[src/rtl/gpio_sc_pkg.sv]
// Package: shared widths and the register address map of the set/clear GPIO block.
// Assumes a 2-bit register address and an 8-bit data bus.
package gpio_sc_pkg;

    localparam int DATA_W = 8;
    localparam int ADDR_W = 2;
    localparam int PIN_N  = 6;

    // Register selects; the numeric values are the bus addresses.
    typedef enum logic [ADDR_W-1:0] {
        SEL_SET  = 2'd0,
        SEL_CLR  = 2'd1,
        SEL_STAT = 2'd2,
        SEL_NONE = 2'd3
    } reg_sel_e;

endpackage

[src/rtl/gpio_sc_regdec.sv]
// Module: register address decoder.
// Turns the bus address and write strobe into one-cycle set and clear strobes
// and a read select. Assumes only one register is addressed per cycle.
module gpio_sc_regdec
    import gpio_sc_pkg::*;
#(
    parameter int AW = ADDR_W
) (
    input  logic [AW-1:0] addr,
    input  logic          wr,
    output logic          set_stb,
    output logic          clr_stb,
    output reg_sel_e      rsel
);

    // Map the raw address onto the register select.
    always_comb begin
        rsel = reg_sel_e'(addr);
    end

    // Raise a strobe only for writes to the set or clear register.
    always_comb begin
        set_stb = wr && (rsel == SEL_SET);
        clr_stb = wr && (rsel == SEL_CLR);
    end

endmodule

[src/rtl/gpio_sc_outlatch.sv]
// Module: output latch updated through masks.
// A set strobe ORs the mask into the held word; a clear strobe removes the
// mask bits from it. Assumes the two strobes are never high together.
module gpio_sc_outlatch #(
    parameter int N = 6
) (
    input  logic         clk,
    input  logic         rst_n,
    input  logic         set_stb,
    input  logic         clr_stb,
    input  logic [N-1:0] mask,
    output logic [N-1:0] q
);

    logic [N-1:0] q_nxt;

    // Work out the next output word from the active strobe.
    always_comb begin
        q_nxt = q;
        if (set_stb) begin
            q_nxt = q | mask;
        end else if (clr_stb) begin
            q_nxt = q & ~mask;
        end
    end

    // Hold the output word; synchronous reset to all zero.
    always_ff @(posedge clk) begin
        if (!rst_n) begin
            q <= '0;
        end else begin
            q <= q_nxt;
        end
    end

endmodule

[src/rtl/gpio_sc_sync.sv]
// Module: multi-stage input synchroniser, one flop chain per bit.
// Assumes each input is a slow level; no glitch filtering is done.
module gpio_sc_sync #(
    parameter int N      = 6,
    parameter int STAGES = 2
) (
    input  logic         clk,
    input  logic         rst_n,
    input  logic [N-1:0] d,
    output logic [N-1:0] q
);

    for (genvar b = 0; b < N; b++) begin : g_bit
        logic [STAGES-1:0] chain;

        // Shift the pin level through the chain; clear it on reset.
        always_ff @(posedge clk) begin
            if (!rst_n) begin
                chain <= '0;
            end else begin
                chain <= {chain[STAGES-2:0], d[b]};
            end
        end

        // Drive the output from the last stage.
        assign q[b] = chain[STAGES-1];
    end

endmodule

[src/rtl/gpio_sc_irqmap.sv]
// Module: packs the six synchronised pin levels into the interrupt byte.
// The lane order is fixed by the consumer of the byte. Assumes exactly six pins.
module gpio_sc_irqmap (
    input  logic [5:0] pins,
    output logic [7:0] irq
);

    // Put each pin on its fixed lane; lanes 7 and 2 stay zero.
    always_comb begin
        irq    = '0;
        irq[6] = pins[5];
        irq[5] = pins[4];
        irq[4] = pins[3];
        irq[3] = pins[0];
        irq[1] = pins[2];
        irq[0] = pins[1];
    end

endmodule

[src/rtl/gpio_setclr_top.sv]
// Module: six-bit set/clear GPIO register block, the top level.
// Decodes the bus, holds the output word, synchronises the pins and builds
// the interrupt byte. Assumes DATA_W > PIN_N, so the upper data bits are spare.
module gpio_setclr_top
    import gpio_sc_pkg::*;
#(
    parameter int SYNC_STAGES = 2
) (
    input  logic              clk,
    input  logic              rst_n,
    input  logic [ADDR_W-1:0] bus_addr,
    input  logic              bus_wr,
    input  logic [DATA_W-1:0] bus_wdata,
    output logic [DATA_W-1:0] bus_rdata,
    input  logic [PIN_N-1:0]  gpio_in,
    output logic [PIN_N-1:0]  gpio_out,
    output logic [7:0]        irq_byte
);

    localparam int PAD_W = DATA_W - PIN_N;

    logic             set_stb;
    logic             clr_stb;
    reg_sel_e         rsel;
    logic [PIN_N-1:0] pin_sync;
    logic             unused_wdata_hi;

    // The spare upper data bits are not used by any register.
    assign unused_wdata_hi = ^bus_wdata[DATA_W-1:PIN_N];

    gpio_sc_regdec #(.AW(ADDR_W)) u_dec (
        .addr    (bus_addr),
        .wr      (bus_wr),
        .set_stb (set_stb),
        .clr_stb (clr_stb),
        .rsel    (rsel)
    );

    gpio_sc_outlatch #(.N(PIN_N)) u_out (
        .clk     (clk),
        .rst_n   (rst_n),
        .set_stb (set_stb),
        .clr_stb (clr_stb),
        .mask    (bus_wdata[PIN_N-1:0]),
        .q       (gpio_out)
    );

    gpio_sc_sync #(.N(PIN_N), .STAGES(SYNC_STAGES)) u_sync (
        .clk   (clk),
        .rst_n (rst_n),
        .d     (gpio_in),
        .q     (pin_sync)
    );

    gpio_sc_irqmap u_irq (
        .pins (pin_sync),
        .irq  (irq_byte)
    );

    // Read mux: set/clear addresses return the output word, status returns the pins.
    always_comb begin
        unique case (rsel)
            SEL_SET, SEL_CLR: bus_rdata = {{PAD_W{1'b0}}, gpio_out};
            SEL_STAT:         bus_rdata = {{PAD_W{1'b0}}, pin_sync};
            default:          bus_rdata = '0;
        endcase
    end

endmodule

[config.mk]
export PLATFORM = sky130hd
export DESIGN_NAME = gpio_setclr_top
export DESIGN_NICKNAME = d
export VERILOG_FILES = /design/src/rtl/gpio_sc_pkg.sv /design/src/rtl/gpio_sc_regdec.sv /design/src/rtl/gpio_sc_outlatch.sv /design/src/rtl/gpio_sc_sync.sv /design/src/rtl/gpio_sc_irqmap.sv /design/src/rtl/gpio_setclr_top.sv
export SDC_FILE = /design/constraint.sdc
export NUM_CORES = 1
export LEC_CHECK = 0
export ABC_AREA = 1
export CAP_MARGIN = 20
export CORE_MARGIN = 4
export CORE_UTILIZATION = 38
export DETAILED_ROUTE_END_ITERATION = 10
export PLACE_DENSITY = 0.86
export SYNTH_ARGS = -nofsm -noshare
export SYNTH_HDL_FRONTEND = slang
export SYNTH_HIERARCHICAL = 1
export SYNTH_SLANG_ARGS = --single-unit
[constraint.sdc]
create_clock -name clk -period 0.99 [get_ports clk]
set_clock_uncertainty 0.05 [all_clocks]
set_input_delay 0.198 -clock clk [delete_from_list [all_inputs] [get_ports clk]]
set_output_delay 0.198 -clock clk [all_outputs]
set_load 0.02 [all_outputs]
**Word level (Yosys, flattened, before mapping)**

Cells that the tools add are included.

- Equal/unequal tests: 2
- Multiplexer cells: 3
- Bitwise operators: 3
- Reductions and logical operators: 5

Operators with widths:

| operator | count |
|---|---|
| 2-to-1 mux 6 bit | 2 |
| case mux 6 bit (2 select lines) | 1 |
| bitwise AND 6 bit | 1 |
| inverter 6 bit | 1 |
| OR 6 bit | 1 |
| == test 2 x 1 -> 1 bit (second input constant) | 1 |
| == test 2 bit (second input constant) | 1 |
| logical AND 1 bit | 2 |
| logical NOT 2 bit | 1 |
| nonzero test 2 bit | 1 |
| OR reduction 2 bit | 1 |

- Register bits after elaboration: 18
- Input port bits: 19
- Output and inout port bits: 22
- Logic and storage cells: 20

**Longest topological paths before layout**

- Depth in word-level cells: 4
- Depth in mapped cells: 5
- Depth with buffers taken out: 5

**By module**

Netlist, hierarchy kept.

Modules (own cells, without submodules):

| module | instances | cells an instance | area each (um^2) | sequential area each (um^2) |
|---|---|---|---|---|
| gpio_sc_sync | 1 | 43 | 386.6 | 240.2 |
| gpio_sc_outlatch | 1 | 31 | 221.5 | 120.1 |
| gpio_setclr_top | 1 | 23 | 101.3 | 0.0 |
| gpio_sc_irqmap | 1 | 9 | 63.8 | 0.0 |
| gpio_sc_regdec | 1 | 7 | 33.8 | 0.0 |

**Worst setup path after synthesis**

OpenSTA, ideal clock, no wires.

- Path kind: register to output
- Start: register (tool-made name)
- End: output bus_rdata[0]
- Data arrival time: 674 ps
- Required time: 742 ps
- Setup slack: 68 ps
- Stages on the path, launching flop included: 3
- Path buffers: 0
- Cells stage by stage: dfxtp_1 nand2_1 nand2_1

RTL lines:

| item | line | RTL |
|---|---|---|
| end, declared | gpio_setclr_top.sv:14 | `output logic [DATA_W-1:0] bus_rdata,` |

**Worst setup path after layout**

- Start: register u_sync.g_bit[4].chain[1]
- End: output bus_rdata[4]

- Cells in the longest elaborated chain, start to end: 1

RTL lines:

| item | line | RTL |
|---|---|---|
| start, declared | gpio_sc_sync.sv:14 | `logic [STAGES-1:0] chain;` |
| start signal, assigned | gpio_sc_sync.sv:21 | `chain <= {chain[STAGES-2:0], d[b]};` |
| case mux 6 bit (2 select lines) | gpio_setclr_top.sv:62 | `unique case (rsel)` |

No other way between the ends.

==> metrics.md <==
| Metric | Value |
|---|---|
| Post-synthesis adder-cell area fraction | 0% |
| Initial antenna violation count | 0 |
| Failing checks | negative setup slack |
| RSZ-0062 raised after global routing | yes |
| Layout net count | between 150 and 200 |
| First-pass GRT wire length | 2.90 mm |
| WP data required | 0.74 ns |
| Post-synthesis sequential area ratio | 44.7% |
| Largest family of logic cells by synthesized area | buffers and inverters |
| Met3 usage | 3.32% |
| Post-DR vias/cell | about 4.4 |
| Post-route minimum period | 1.17 ns |
| Cells after DPL | 168 |
| Synth-to-Final Area Change | 61.6% |
| CTS Buffer Depth | 2 |
| DP HPWL | 1.54 mm |
| Critical Path End Type | output port |
| Vias | 770 |
| Post-synth cell types | 10 |
| Critical path class | reg -> out |
| TritonCTS Buffers | 3 |
| Post-synth top area share | 44.7% |
| DR pass1 iterations | 4 |
| Hold path start | u_sync/g_bit[3].chain[0]$_SDFF_PN0_ |
| Max IR drop VDD | 730 uV |
| Port bufs | 34 |
| Clk Latency, worst-skew pair | around 0.28 ns |
| Min-Delay Endpoint | u_sync/g_bit[3].chain[1]$_SDFF_PN0_ |
| Vias in the first global route | 700 |
| CTS clk-pin slew, worst paths | 0.09 ns |
| Syn Area/Cell | 7.14 um2 |
| Mapped Cells | between 100 and 150 |
| Tcrit/Tclk final | 118% |
| GR peak layer | met2 |
| Yosys warning total | 6 |
| LEAKAGE | 0.669 nW |
| GR Overflow Total | 0 |
| Die height | ~54 um |
| Largest net degree at the start of global routing | 13 |
| Die X-Extent | 54.1 um |
| Hold WC Path Type | reg -> reg |
| Wire per inst | around 12 um |
| Std cell rows | 16 |
| CTS root buffer | clkbuf_4 |
| GP Congestion | 0.862 |
| Ranking of synthesized cells by area | dfxtp_1 45%, nand2_1 20%, buf_4 17% |
| Post-synthesis mux area share | 0% |
| Synth Register Bits | 18 |
| Final Non-Filler Cells | roughly 180 |
| Drt drc | 0 |
| Worst setup margin | -0.175 ns |
| Post-synthesis simple-gate area fraction | 25.1% |
| Power Density | 1090 mW/mm2 |
| 1st-iter DRT viols | 9 |
| Most frequent cells in the layout | 39 x nand2_1, 26 x buf_6, 14 x clkdlybuf4s50_1, 14 x inv_1, 12 x dfxtp_2 |
| Antenna viol nets, final | 0 |
| WP data arrival | 0.92 ns |
| Min Hold Slack | 0.367 ns |
| Fmax | 0.858 GHz |
| Syn Std Cell Area | 807 um2 |
| I/O pins | 41 |
| Yosys top cell by area | dfxtp_1 |
| Fin. Hold Viols | 0 |
| N_diodes | 0 |
| Met1 Track Usage GR | a little over an eighth |
| Max-slew violations | 0 |
| Compound-gate portion of the synthesized area | 3.72% |
| CTS tree | done |
| Hold depth | 2 |
| Worst setup SP type | register |
| Clock Sinks | 18 |
| Share of layout cells above drive strength 1 | 43.3% |
| Setup TNS Final | -2.53 ns |
| Max-capacitance violation count | 0 |
| CP max FO | 2 |
| Met2 Resource Use GR | about 26% |
| Worst r2r path cells | 4 |
| Core area | around 0.0020 mm2 |
| H-tree levels | 1 |
| Tot GR Track Use | ~14% |
| Routed WL | 2.20 mm |
| Status | finished, violations left |
| DIE AREA | 0.00293 mm2 |
| Initial core utilization | 40.7% |
| Leading cell type in the layout, fill and taps excluded | nand2_1 |
| Reg2Reg Setup Slack | 0.12 ns |
| Synth Area in XOR/XNOR | 0% |
| Setup violators final | 24 |
-- cell type report --
class	instances	area (um2)
fill	152	678
timing repair buffer	51	514
sequential	18	375
multi-input combinational	62	295
inverter	16	62.6
tap	27	33.8
clock buffer	3	22.5
-- synthesized netlist by cell type, drive strengths merged --
library cell / n
conb: 2
a21oi: 6
dfxtp: 18
inv: 16
nand3: 6
nand2: 44
nor2: 2
buf: 19
-- how the worst max path moves through the flow --
stage / slack, ns / endpoint / from
2_1_floorplan: 0.07 / bus_rdata[0] / register
3_3_place_gp: -0.91 / bus_rdata[3] / bus_addr[1]
3_5_place_dp: -0.94 / bus_rdata[3] / bus_addr[1]
4_1_cts: -0.17 / bus_rdata[2] / u_sync/g_bit[2].chain[1]$_SDFF_PN0_
5_1_grt: -0.22 / bus_rdata[3] / register
6_report: -0.18 / bus_rdata[4] / u_sync/g_bit[4].chain[1]$_SDFF_PN0_
-- stage by stage --
stage,power (mW),util (%),setup slack (ns),area (um2)
floorplan,0.935,-,0.0676,815
global placement,1.04,56.8,-0.908,1120
global route,1.48,65.8,-0.223,1300
finish,1.42,65.8,-0.175,1300
detailed placement,1.05,56.8,-0.942,1120
CTS,1.40,61.7,-0.168,1220
-- cell families (layout without fill, tap and decap cells) --
kind of cell / after synthesis / after routing
other: 2 / 4
DFF: 18 / 18
AOI/OAI and AO/OA: 6 / 6
buffers and inverters: 35 / 70
and+or+nand+nor: 52 / 52
-- power breakdown --
part           internal, mW  total (mW)  leakage (nW)  switching (mW)
logic                 0.162       0.309         0.502           0.147
clock network         0.141       0.336        0.0138           0.195
registers             0.759       0.779         0.153          0.0207
-- layer usage --
metal  part of all wire [%]  vias to the layer above
li1                       -                      385
met1                     36                      348
met2                     55                       33
met3                    6.7                        4
met4                    2.2                        0
met5                      0                        -
-- critical path: stages, from the launching register on --
cell,delay [ns]
dfxtp_2,0.36
nand3_2,0.08
nand2_2,0.08
buf_6,0.11
-- repair_timing --
action | in CTS | in global routing
hold buffers | 0 | 0
setup buffers | 1 | 5
resized for setup | 132 | 17
pin swaps | 4 | 4
setup endpoints to repair | 24 | 24
cloned | 0 | 0
No activity file was read; power rests on OpenSTA's default activity.
